File: src/rtl/smPkg.sv
package smPkg;
  localparam int ADDR_W = 13;
  localparam int DATA_W = 32;

  localparam logic [ADDR_W-1:0] OFF_STATUS = 13'h1000;
  localparam logic [ADDR_W-1:0] OFF_CMD    = 13'h1004;
  localparam logic [ADDR_W-1:0] OFF_START  = 13'h1008;
  localparam logic [ADDR_W-1:0] OFF_END    = 13'h100C;
  localparam logic [ADDR_W-1:0] OFF_CHECK  = 13'h1010;

  localparam int CMD_ALARM = 0;
  localparam int CMD_IRQEN = 1;
  localparam int CMD_CLRIRQ = 3;
  localparam int CMD_LOCK = 4;

  typedef enum logic [4:0] {
    ST_START  = 5'h00,
    ST_ZERO   = 5'h05,
    ST_HEALTH = 5'h06,
    ST_FAIL   = 5'h09,
    ST_SECURE = 5'h0A,
    ST_NONSEC = 5'h0C
  } smState_t;

  typedef enum logic [1:0] {
    PH_IDLE,
    PH_STARTED,
    PH_ENDED
  } seqPhase_t;

  // datapath -> control
  typedef struct packed {
    logic wrStart;
    logic wrEnd;
    logic wrCheck;
    logic swAlarm;
    logic startOk;
    logic endOk;
    logic checkOk;
  } seqEvt_t;

  // control -> datapath
  typedef struct packed {
    logic captureEn;
    logic enterFail;
  } ctrlStb_t;
endpackage

File: src/rtl/smControl.sv
module smControl
  import smPkg::*;
(
  input  logic     clk,
  input  logic     rstN,
  input  logic     tamperAlarm,
  input  logic     zeroizeDone,
  input  seqEvt_t  evt,
  output ctrlStb_t stb,
  output smState_t stateQ,
  output logic     secretKeyValid,
  output logic     memEnable
);
  smState_t  stateD;
  seqPhase_t phaseQ, phaseD;
  logic      alarm;

  assign alarm = tamperAlarm | evt.swAlarm;

  always_comb begin
    stateD = stateQ;
    phaseD = phaseQ;
    if (alarm) begin
      stateD = ST_FAIL;
    end else begin
      case (stateQ)
        ST_START: stateD = ST_ZERO;
        ST_ZERO: if (zeroizeDone) stateD = ST_HEALTH;
        ST_HEALTH: begin
          if (evt.wrStart) begin
            if (phaseQ == PH_IDLE) phaseD = PH_STARTED;
            else stateD = ST_NONSEC;
          end else if (evt.wrEnd) begin
            if (phaseQ == PH_STARTED) phaseD = PH_ENDED;
            else stateD = ST_NONSEC;
          end else if (evt.wrCheck) begin
            if (phaseQ == PH_ENDED && evt.startOk && evt.endOk && evt.checkOk)
              stateD = ST_SECURE;
            else
              stateD = ST_NONSEC;
          end
        end
        default: stateD = stateQ;
      endcase
    end
  end

  always_ff @(posedge clk or negedge rstN) begin
    if (!rstN) begin
      stateQ <= ST_START;
      phaseQ <= PH_IDLE;
    end else begin
      stateQ <= stateD;
      phaseQ <= phaseD;
    end
  end

  assign stb.captureEn = (stateQ == ST_HEALTH);
  assign stb.enterFail = alarm && (stateQ != ST_FAIL);

  assign secretKeyValid = (stateQ == ST_SECURE);
  assign memEnable      = (stateQ == ST_SECURE) || (stateQ == ST_NONSEC);

  AST_START_STEP: assert property (@(posedge clk) disable iff (!rstN)
    (stateQ == ST_START && !tamperAlarm && !evt.swAlarm) |=> (stateQ == ST_ZERO));
  AST_ZERO_WAIT: assert property (@(posedge clk) disable iff (!rstN)
    (stateQ == ST_ZERO && !zeroizeDone && !tamperAlarm && !evt.swAlarm) |=> (stateQ == ST_ZERO));
  AST_SECURE_FROM_HEALTH: assert property (@(posedge clk) disable iff (!rstN)
    (stateQ == ST_SECURE && $past(stateQ) != ST_SECURE) |-> ($past(stateQ) == ST_HEALTH));
  AST_TAMPER_FAIL: assert property (@(posedge clk) disable iff (!rstN)
    tamperAlarm |=> (stateQ == ST_FAIL));
  AST_SWALARM_FAIL: assert property (@(posedge clk) disable iff (!rstN)
    evt.swAlarm |=> (stateQ == ST_FAIL));
  AST_FAIL_STICKY: assert property (@(posedge clk) disable iff (!rstN)
    (stateQ == ST_FAIL) |=> (stateQ == ST_FAIL));
endmodule

File: src/rtl/smDatapath.sv
module smDatapath
  import smPkg::*;
#(
  parameter int AW = ADDR_W,
  parameter int DW = DATA_W,
  parameter logic [15:0] START_KEY = 16'hAAAA,
  parameter logic [15:0] END_KEY   = 16'h5555
) (
  input  logic          clk,
  input  logic          rstN,
  input  logic          busWrEn,
  input  logic          busRdEn,
  input  logic [AW-1:0] busAddr,
  input  logic [DW-1:0] busWrData,
  output logic [DW-1:0] busRdData,
  output logic          busRdValid,
  input  ctrlStb_t      stb,
  input  smState_t      stateIn,
  output seqEvt_t       evt,
  output logic          irqOut
);
  localparam logic [DW-1:0] START_EXP = DW'(START_KEY);
  localparam logic [DW-1:0] END_EXP   = DW'(END_KEY);

  logic [DW-1:0] seqStartQ, seqEndQ;
  logic cmdWr, irqEnQ, lockQ, irqPendQ;
  logic [DW-1:0] rdMux;

  assign cmdWr       = busWrEn && (busAddr == AW'(OFF_CMD));
  assign evt.wrStart = busWrEn && (busAddr == AW'(OFF_START));
  assign evt.wrEnd   = busWrEn && (busAddr == AW'(OFF_END));
  assign evt.wrCheck = busWrEn && (busAddr == AW'(OFF_CHECK));
  assign evt.swAlarm = cmdWr && busWrData[CMD_ALARM];
  assign evt.startOk = (seqStartQ == START_EXP);
  assign evt.endOk   = (seqEndQ == END_EXP);
  assign evt.checkOk = (busWrData == seqEndQ);

  always_ff @(posedge clk or negedge rstN) begin
    if (!rstN) begin
      seqStartQ <= '0;
      seqEndQ   <= '0;
    end else if (stb.captureEn) begin
      if (evt.wrStart) seqStartQ <= busWrData;
      if (evt.wrEnd)   seqEndQ   <= busWrData;
    end
  end

  always_ff @(posedge clk or negedge rstN) begin
    if (!rstN) begin
      irqEnQ   <= 1'b0;
      lockQ    <= 1'b0;
      irqPendQ <= 1'b0;
    end else begin
      if (cmdWr && !lockQ) irqEnQ <= busWrData[CMD_IRQEN];
      if (cmdWr && busWrData[CMD_LOCK]) lockQ <= 1'b1;
      if (stb.enterFail) irqPendQ <= 1'b1;
      else if (cmdWr && busWrData[CMD_CLRIRQ]) irqPendQ <= 1'b0;
    end
  end

  assign irqOut = irqPendQ && irqEnQ;

  always_comb begin
    rdMux = '0;
    if (busAddr == AW'(OFF_STATUS)) rdMux = DW'(stateIn);
    else if (busAddr == AW'(OFF_CMD)) begin
      rdMux[CMD_IRQEN] = irqEnQ;
      rdMux[CMD_LOCK]  = lockQ;
    end
    else if (busAddr == AW'(OFF_START)) rdMux = seqStartQ;
    else if (busAddr == AW'(OFF_END)) rdMux = seqEndQ;
  end

  always_ff @(posedge clk or negedge rstN) begin
    if (!rstN) begin
      busRdData  <= '0;
      busRdValid <= 1'b0;
    end else begin
      busRdValid <= busRdEn;
      if (busRdEn) busRdData <= rdMux;
    end
  end

  AST_IRQ_ON_FAIL: assert property (@(posedge clk) disable iff (!rstN)
    $rose(irqPendQ) |-> (stateIn == ST_FAIL));
  AST_LOCK_FREEZE: assert property (@(posedge clk) disable iff (!rstN)
    (lockQ && $past(lockQ)) |-> $stable(irqEnQ));
  AST_CAPTURE_GATED: assert property (@(posedge clk) disable iff (!rstN)
    (stateIn != ST_HEALTH) |=> $stable(seqStartQ) && $stable(seqEndQ));
endmodule

File: src/rtl/smMonitor.sv
module smMonitor
  import smPkg::*;
#(
  parameter int AW = ADDR_W,
  parameter int DW = DATA_W
) (
  input  logic          clk,
  input  logic          rstN,
  input  logic          busWrEn,
  input  logic          busRdEn,
  input  logic [AW-1:0] busAddr,
  input  logic [DW-1:0] busWrData,
  output logic [DW-1:0] busRdData,
  output logic          busRdValid,
  input  logic          zeroizeDone,
  input  logic          tamperAlarm,
  output logic          secretKeyValid,
  output logic          memEnable,
  output logic          irqOut
);
  seqEvt_t  evt;
  ctrlStb_t stb;
  smState_t stateQ;

  smControl uCtrl (
    .clk(clk), .rstN(rstN), .tamperAlarm(tamperAlarm), .zeroizeDone(zeroizeDone),
    .evt(evt), .stb(stb), .stateQ(stateQ),
    .secretKeyValid(secretKeyValid), .memEnable(memEnable)
  );

  smDatapath #(.AW(AW), .DW(DW)) uData (
    .clk(clk), .rstN(rstN), .busWrEn(busWrEn), .busRdEn(busRdEn),
    .busAddr(busAddr), .busWrData(busWrData), .busRdData(busRdData),
    .busRdValid(busRdValid), .stb(stb), .stateIn(stateQ), .evt(evt),
    .irqOut(irqOut)
  );
endmodule

File: config.mk
export PLATFORM = sky130hd
export DESIGN_NAME = smMonitor
export DESIGN_NICKNAME = d
export VERILOG_FILES = /design/src/rtl/smPkg.sv /design/src/rtl/smControl.sv /design/src/rtl/smDatapath.sv /design/src/rtl/smMonitor.sv
export SDC_FILE = /design/constraint.sdc
export NUM_CORES = 1
export LEC_CHECK = 0
export BUFFER_PORTS_ARGS = -buffer_cell sky130_fd_sc_hd__buf_2
export CAP_MARGIN = 20
export CORE_MARGIN = 4
export CORE_UTILIZATION = 56
export CTS_CLUSTER_SIZE = 24
export DETAILED_ROUTE_END_ITERATION = 8
export GPL_TIMING_DRIVEN = 1
export PLACE_DENSITY = 0.8
export SLEW_MARGIN = 30
export SYNTH_ARGS = -nofsm -noshare
export SYNTH_HDL_FRONTEND = slang
export SYNTH_SLANG_ARGS = --single-unit
File: constraint.sdc
create_clock -name clk -period 2.5 [get_ports clk]
set_input_delay 0.5 -clock clk [delete_from_list [all_inputs] [get_ports clk]]
set_output_delay 0.5 -clock clk [all_outputs]
set_load 0.1 [all_outputs]
# Word level (Yosys, flattened, before mapping)
# Cells that the tools add are included.
[totals] register_bits=107 latch_bits=0 ramBits=0 romBits=0 in_bits=51 elab_cells=79 memories=0
[op_classes] n_addsub=0 mul=0 n_div=0 magnitude_cmp=0 n_eq_ne=20 n_shift=0 muxes=23 n_bitwise=2 reduce_logical=25
[ops] op="$mux W32" n=3
[ops] op="$eq A13 B13 Y1 const B" n=5
[ops] op="$mux W5" n=7
[ops] op="$eq A32 B15 Y1 const B" n=1
[ops] op="$eq A32 B16 Y1 const B" n=1
[ops] op="$eq A32 B32 Y1" n=1
[ops] op="$mux W27" n=1
[ops] op="$ne A5 B4 Y1 const B" n=3
[ops] op="$pmux W5 S3" n=1
[ops] op="$logic_and A1 B1 Y1" n=13
[ops] op="$eq A5 B3 Y1 const B" n=2
[ops] op="$eq A5 B4 Y1 const B" n=2
[ops] op="$mux W2" n=5
[ops] op="$reduce_and A5 Y1" n=2
[ops] op="$reduce_bool A2 Y1" n=3
[ops] op="$logic_not A5 Y1" n=1
[ops] op="$mux W1" n=5
[ops] op="$ne A4 B3 Y1 const B" n=1
[ops] op="$reduce_and A2 Y1" n=2
[ops] op="$reduce_bool A4 Y1" n=1
[ops] op="$mux W3" n=1
[ops] op="$ne A3 B2 Y1 const B" n=1
[ops] op="$eq A2 B1 Y1 const B" n=1
[ops] op="$eq A2 B2 Y1 const B" n=1
[ops] op="6 further kinds" n=6

# Longest topological paths before layout
[logic_depth] ltp_word=10 depth_mapped=7

# Hierarchy
# A second synthesis with hierarchy kept.
[hier_totals] cells_unflattened=403 hier_area_um2=5216.3
[modules_own_cells] module="smDatapath" n_inst=1 cells_each=353 area_per_inst_um2=4780.8
[modules_own_cells] module="smControl" n_inst=1 cells_each=50 area_per_inst_um2=435.4

# Worst setup path after synthesis
# Ideal clock, no wire load.
[synth_path] path_kind="flip-flop to output port" from="register uCtrl.stateQ[2]" to="output secretKeyValid" t_arrival_ns=2.073 setup_slack_ns=-0.073 path_stages_with_launch=4 path_buffers=1 cell_sequence="dfrtp_1 > buf_4 > or2_2 > nor2_1"
[synth_between] elab_chain_cells=1
[synth_lines] element="from (decl)" line="smControl.sv:10" rtl="output smState_t stateQ,"
[synth_lines] element="from (signal assigned)" line="smControl.sv:53" rtl="stateQ <= stateD;"
[synth_lines] element="$eq A5 B4 Y1" line="smControl.sv:61" rtl="assign secretKeyValid = (stateQ == ST_SECURE);"
[synth_lines] element="to (decl)" line="smMonitor.sv:17" rtl="output logic secretKeyValid,"
# No other way between the ends.

# Worst setup path in the final report
[layout_path] from="register uCtrl.phaseQ[0]" to="register uCtrl.stateQ[1]"
[layout_between] elab_chain_cells=10 word_cells_on_any_way=15 classes_between="4 x eq/ne; 6 x mux; 5 x reduce/logical"
[layout_lines] element="from (decl)" line="smControl.sv:15" rtl="seqPhase_t phaseQ, phaseD;"
[layout_lines] element="from (signal assigned)" line="smControl.sv:54" rtl="phaseQ <= phaseD;"
[layout_lines] element="$eq A2 B2 Y1" line="smControl.sv:37" rtl="if (phaseQ == PH_ENDED && evt.startOk && evt.endOk && evt.checkOk)"
[layout_lines] element="$logic_and A1 B1 Y1 (3 in a row)" line="smControl.sv:37"
[layout_lines] element="$mux W3" line="smControl.sv:37"
[layout_lines] element="$mux W5" line="smControl.sv:36" rtl="end else if (evt.wrCheck) begin"
[layout_lines] element="$mux W5" line="smControl.sv:33" rtl="end else if (evt.wrEnd) begin"
[layout_lines] element="$mux W5" line="smControl.sv:30" rtl="if (evt.wrStart) begin"
[layout_lines] element="$pmux W5 S3" line="smControl.sv:26" rtl="case (stateQ)"
[layout_lines] element="$mux W5" line="smControl.sv:23" rtl="if (alarm) begin"
# Parallel ways exist; a longest one is shown, timed or not. The select of a mux whose other input is x is not followed.
# A chain may end at the register's enable or synchronous reset.

==> qor.txt <==
Leakage - 2.92 nW
Root buf cell - clkbuf_8
Clk sinks - 106
Largest net degree at the start of global routing - 45
Synth top cells by count - dfrtp_1, mux2_2, inv_1
Yosys cell types - 52
RePlAce Congestion - 0.841
Mapped Avg Cell Area - 12.0 um2
Site row count - 34
Vias in the first global route - 3779
Setup Skew - 0.0118 ns
Crit path top cell by count - nand4_1
Slew Limit Fails - 0
Drt via density - 5.98
Number of synthesized flops with an enable pin - 0
Non-filler cells, final - 627
Layout area overhead - 14.1%
Fin Setup TNS - 0 ns
Placed Cells - 612
Die Footprint - 0.0107 mm2
Max stage delay cell, worst path - nor4b_1
Drt total wl - 11.9 mm
Worst Setup EP - uCtrl.stateQ[1]$_DFFE_PN0P_
Post-synth top area share - 51.8%
Top-count cell post-synth - dfrtp_1
Top Family by Delay on Critical Path - simple AND/OR/NAND/NOR gates
I/O Buffers - 86
Total GRT Usage - 22.5%
Power Density - 484 mW/mm2
Outcome - finished clean
CTS buffer count - 9
CP required - 2.80 ns
Cell area after synthesis - 0.00512 mm2
Worst r2r path cells - 6
Crit path launch - uCtrl.phaseQ[0]$_DFFE_PN0P_
Chip width - 104 um
# Max-Cap Violations - 0
Via Count - 3751
Crit path DAT - 2.62 ns
# setup viols final - 0
Max Buffers Root-to-Sink - 2
Startpoint types - register
Main synth FF type - dfrtp_1
Starting Density - 58.2%
CP Cell Sequence - nor4b_1 -> nand4_1 -> nor4_1 -> nand4_1 -> nor4_2 -> o221a_2
# fillers - 684
Global-route wire length before repair - 19.5 mm
RSZ-0062 raised after global routing - no
Crit path kind - register to register
Synth Instances - 428
H-tree depth - 3
Async SR Flop Fraction - 100%
Hold_buf cts - 0
Crit-path max FO - 6
Register area share after synthesis - 51.8%
Cell taking the most area after synthesis - dfrtp_1
Synth top area cells - dfrtp_1, mux2_2, mux2i_1, o22ai_1, xor2_1
Worst-Skew Late Latency - 0.37 ns
Initial drt markers - 194
Max VDD drop - 0.307 mV
Initial antenna violation count - 0
Top Ports - 87
Minimum clock period - 2.31 ns
Critical path buffer and inverter count - 0
Hpwl dp - 8.82 mm
Setup slack, reg-to-reg - 0.19 ns
Fin crit share - 92.6%
Clock slew at reported path FFs - 0.09 ns
Share of layout cells above drive strength 1 - 36.4%
Post-CTS Setup Inserts - 0
Total grt overflow - 0
DRC - 0
Worst setup EP type - register
Core ar. - 0.00881 mm2
Die height - 104 um
Worst-Margin Slew - 0.571 ns
R2r endpoint - uCtrl.stateQ[1]$_DFFE_PN0P_
Layout Nets - 566
1st-pass router iterations - 5
Syn Nets - 479
Post-DRT Antenna Nets - 0
CTS tree - yes
Worst rel slew slack - 61.4%
Resized Gates After CTS - 0
Fmax - 432 MHz
N_diodes - 0
Slowest stage delay, CP - 0.53 ns
Fin. Hold Viols - 0
Worst hold path class - primary input to async pin
Synth warnings - 0
Routed length per instance - 19.0 um
R2R Path Start - uCtrl.phaseQ[0]$_DFFE_PN0P_
CP Depth - 6
FF+latch count, synth - 106
## flip-flops by register name (all words and copies together), names as in the netlist, 2 cells and up
signal           count
uData.seqStartQ     32
uData.busRdData     32
uData.seqEndQ       32
uCtrl.stateQ         4
uCtrl.phaseQ         2
## worst min path at each step
stage / startpoint / end / cells after the start
finish: rstN / uData.busRdData[8]$_DFFE_PN0P_ / 1
global route: rstN / uData.seqEndQ[19]$_DFFE_PN0N_ / 1
CTS: rstN / uData.busRdData[8]$_DFFE_PN0P_ / 1
detailed placement: uData.irqPendQ$_DFFE_PN0P_ / uData.irqPendQ$_DFFE_PN0P_ / 1
global placement: uData.lockQ$_DFFE_PN0P_ / uData.lockQ$_DFFE_PN0P_ / 1
floorplan: rstN / uCtrl.phaseQ[0]$_DFFE_PN0P_ / 0
## area by class of cell
type / instances / area, um2 / share of cell area (%)
flip-flops and latches: 106 / 2650 / 45.4
multi-input cells: 266 / 2230 / 38.1
repair buffers: 97 / 541 / 9.24
well taps: 108 / 135 / 2.31
inverters: 35 / 131 / 2.25
clock buffers: 10 / 128 / 2.18
clock inverters: 5 / 31.3 / 0.535
## report_power, final
| group | switching, W | total (W) | internal, W |
|---|---|---|---|
| combinational | 0.000127 | 0.000194 | 0.0000676 |
| clock | 0.000561 | 0.000917 | 0.000356 |
| sequential | 0.00000111 | 0.00172 | 0.00172 |
## placed cells by master, fill, tap and decap left out, types with 10 or more instances in the layout
| cell | synthesis | routed |
|---|---|---|
| nor4_1 | 14 | 14 |
| xnor2_1 | 10 | 10 |
| mux2_2 | 63 | 63 |
| buf_2 | 3 | 85 |
| buf_4 | 2 | 10 |
| xor2_1 | 21 | 21 |
| mux2i_1 | 30 | 30 |
| inv_1 | 35 | 35 |
| nand2_1 | 11 | 11 |
| dfrtp_1 | 106 | 106 |
| o22ai_1 | 30 | 30 |
## through the flow
| stage | utilization (%) | hold WS (ns) | setup slack, ns | total power, W | area [um2] |
|---|---|---|---|---|---|
| finish | 66.4 | 0.102 | 0.186 | 0.00283 | 5850 |
| CTS | 66.4 | 0.107 | 0.191 | 0.00285 | 5850 |
| detailed placement | 64.6 | 0.484 | 0.135 | 0.00195 | 5690 |
| global route | 66.4 | 0.133 | 0.0415 | 0.00294 | 5850 |
| floorplan | - | 0.204 | 0.381 | 0.00182 | 5130 |
| global placement | 64.6 | 0.463 | 0.217 | 0.00194 | 5690 |
## layer usage
layer  GRT usage [%]  wire [um]  part of all wire, %
met1            30.9       5110                   43
met2            36.6       5930                   50
met3            4.48        657                  5.5
met4            6.55        204                  1.7
met5               0          0                    0
## worst reg2reg max path, stage by stage, from the launching register on
cell and delay (ns):
dfrtp_1 0.46, nor4b_1 0.53, nand4_1 0.14, nor4_1 0.34, nand4_1 0.15, nor4_2 0.40
o221a_2 0.25
## cell families (layout without fill, tap and decap cells)
group | count (synthesis) | after routing | synth area share, %
DFF | 106 | 106 | 51.8
buffers and inverters | 56 | 147 | 4.76
AOI/OAI and AO/OA | 56 | 56 | 7.13
muxes | 95 | 95 | 20.4
and+or+nand+nor | 84 | 84 | 10.7
xor gates and xnor gates | 31 | 31 | 5.30
No activity file was read; power rests on OpenSTA's default activity.
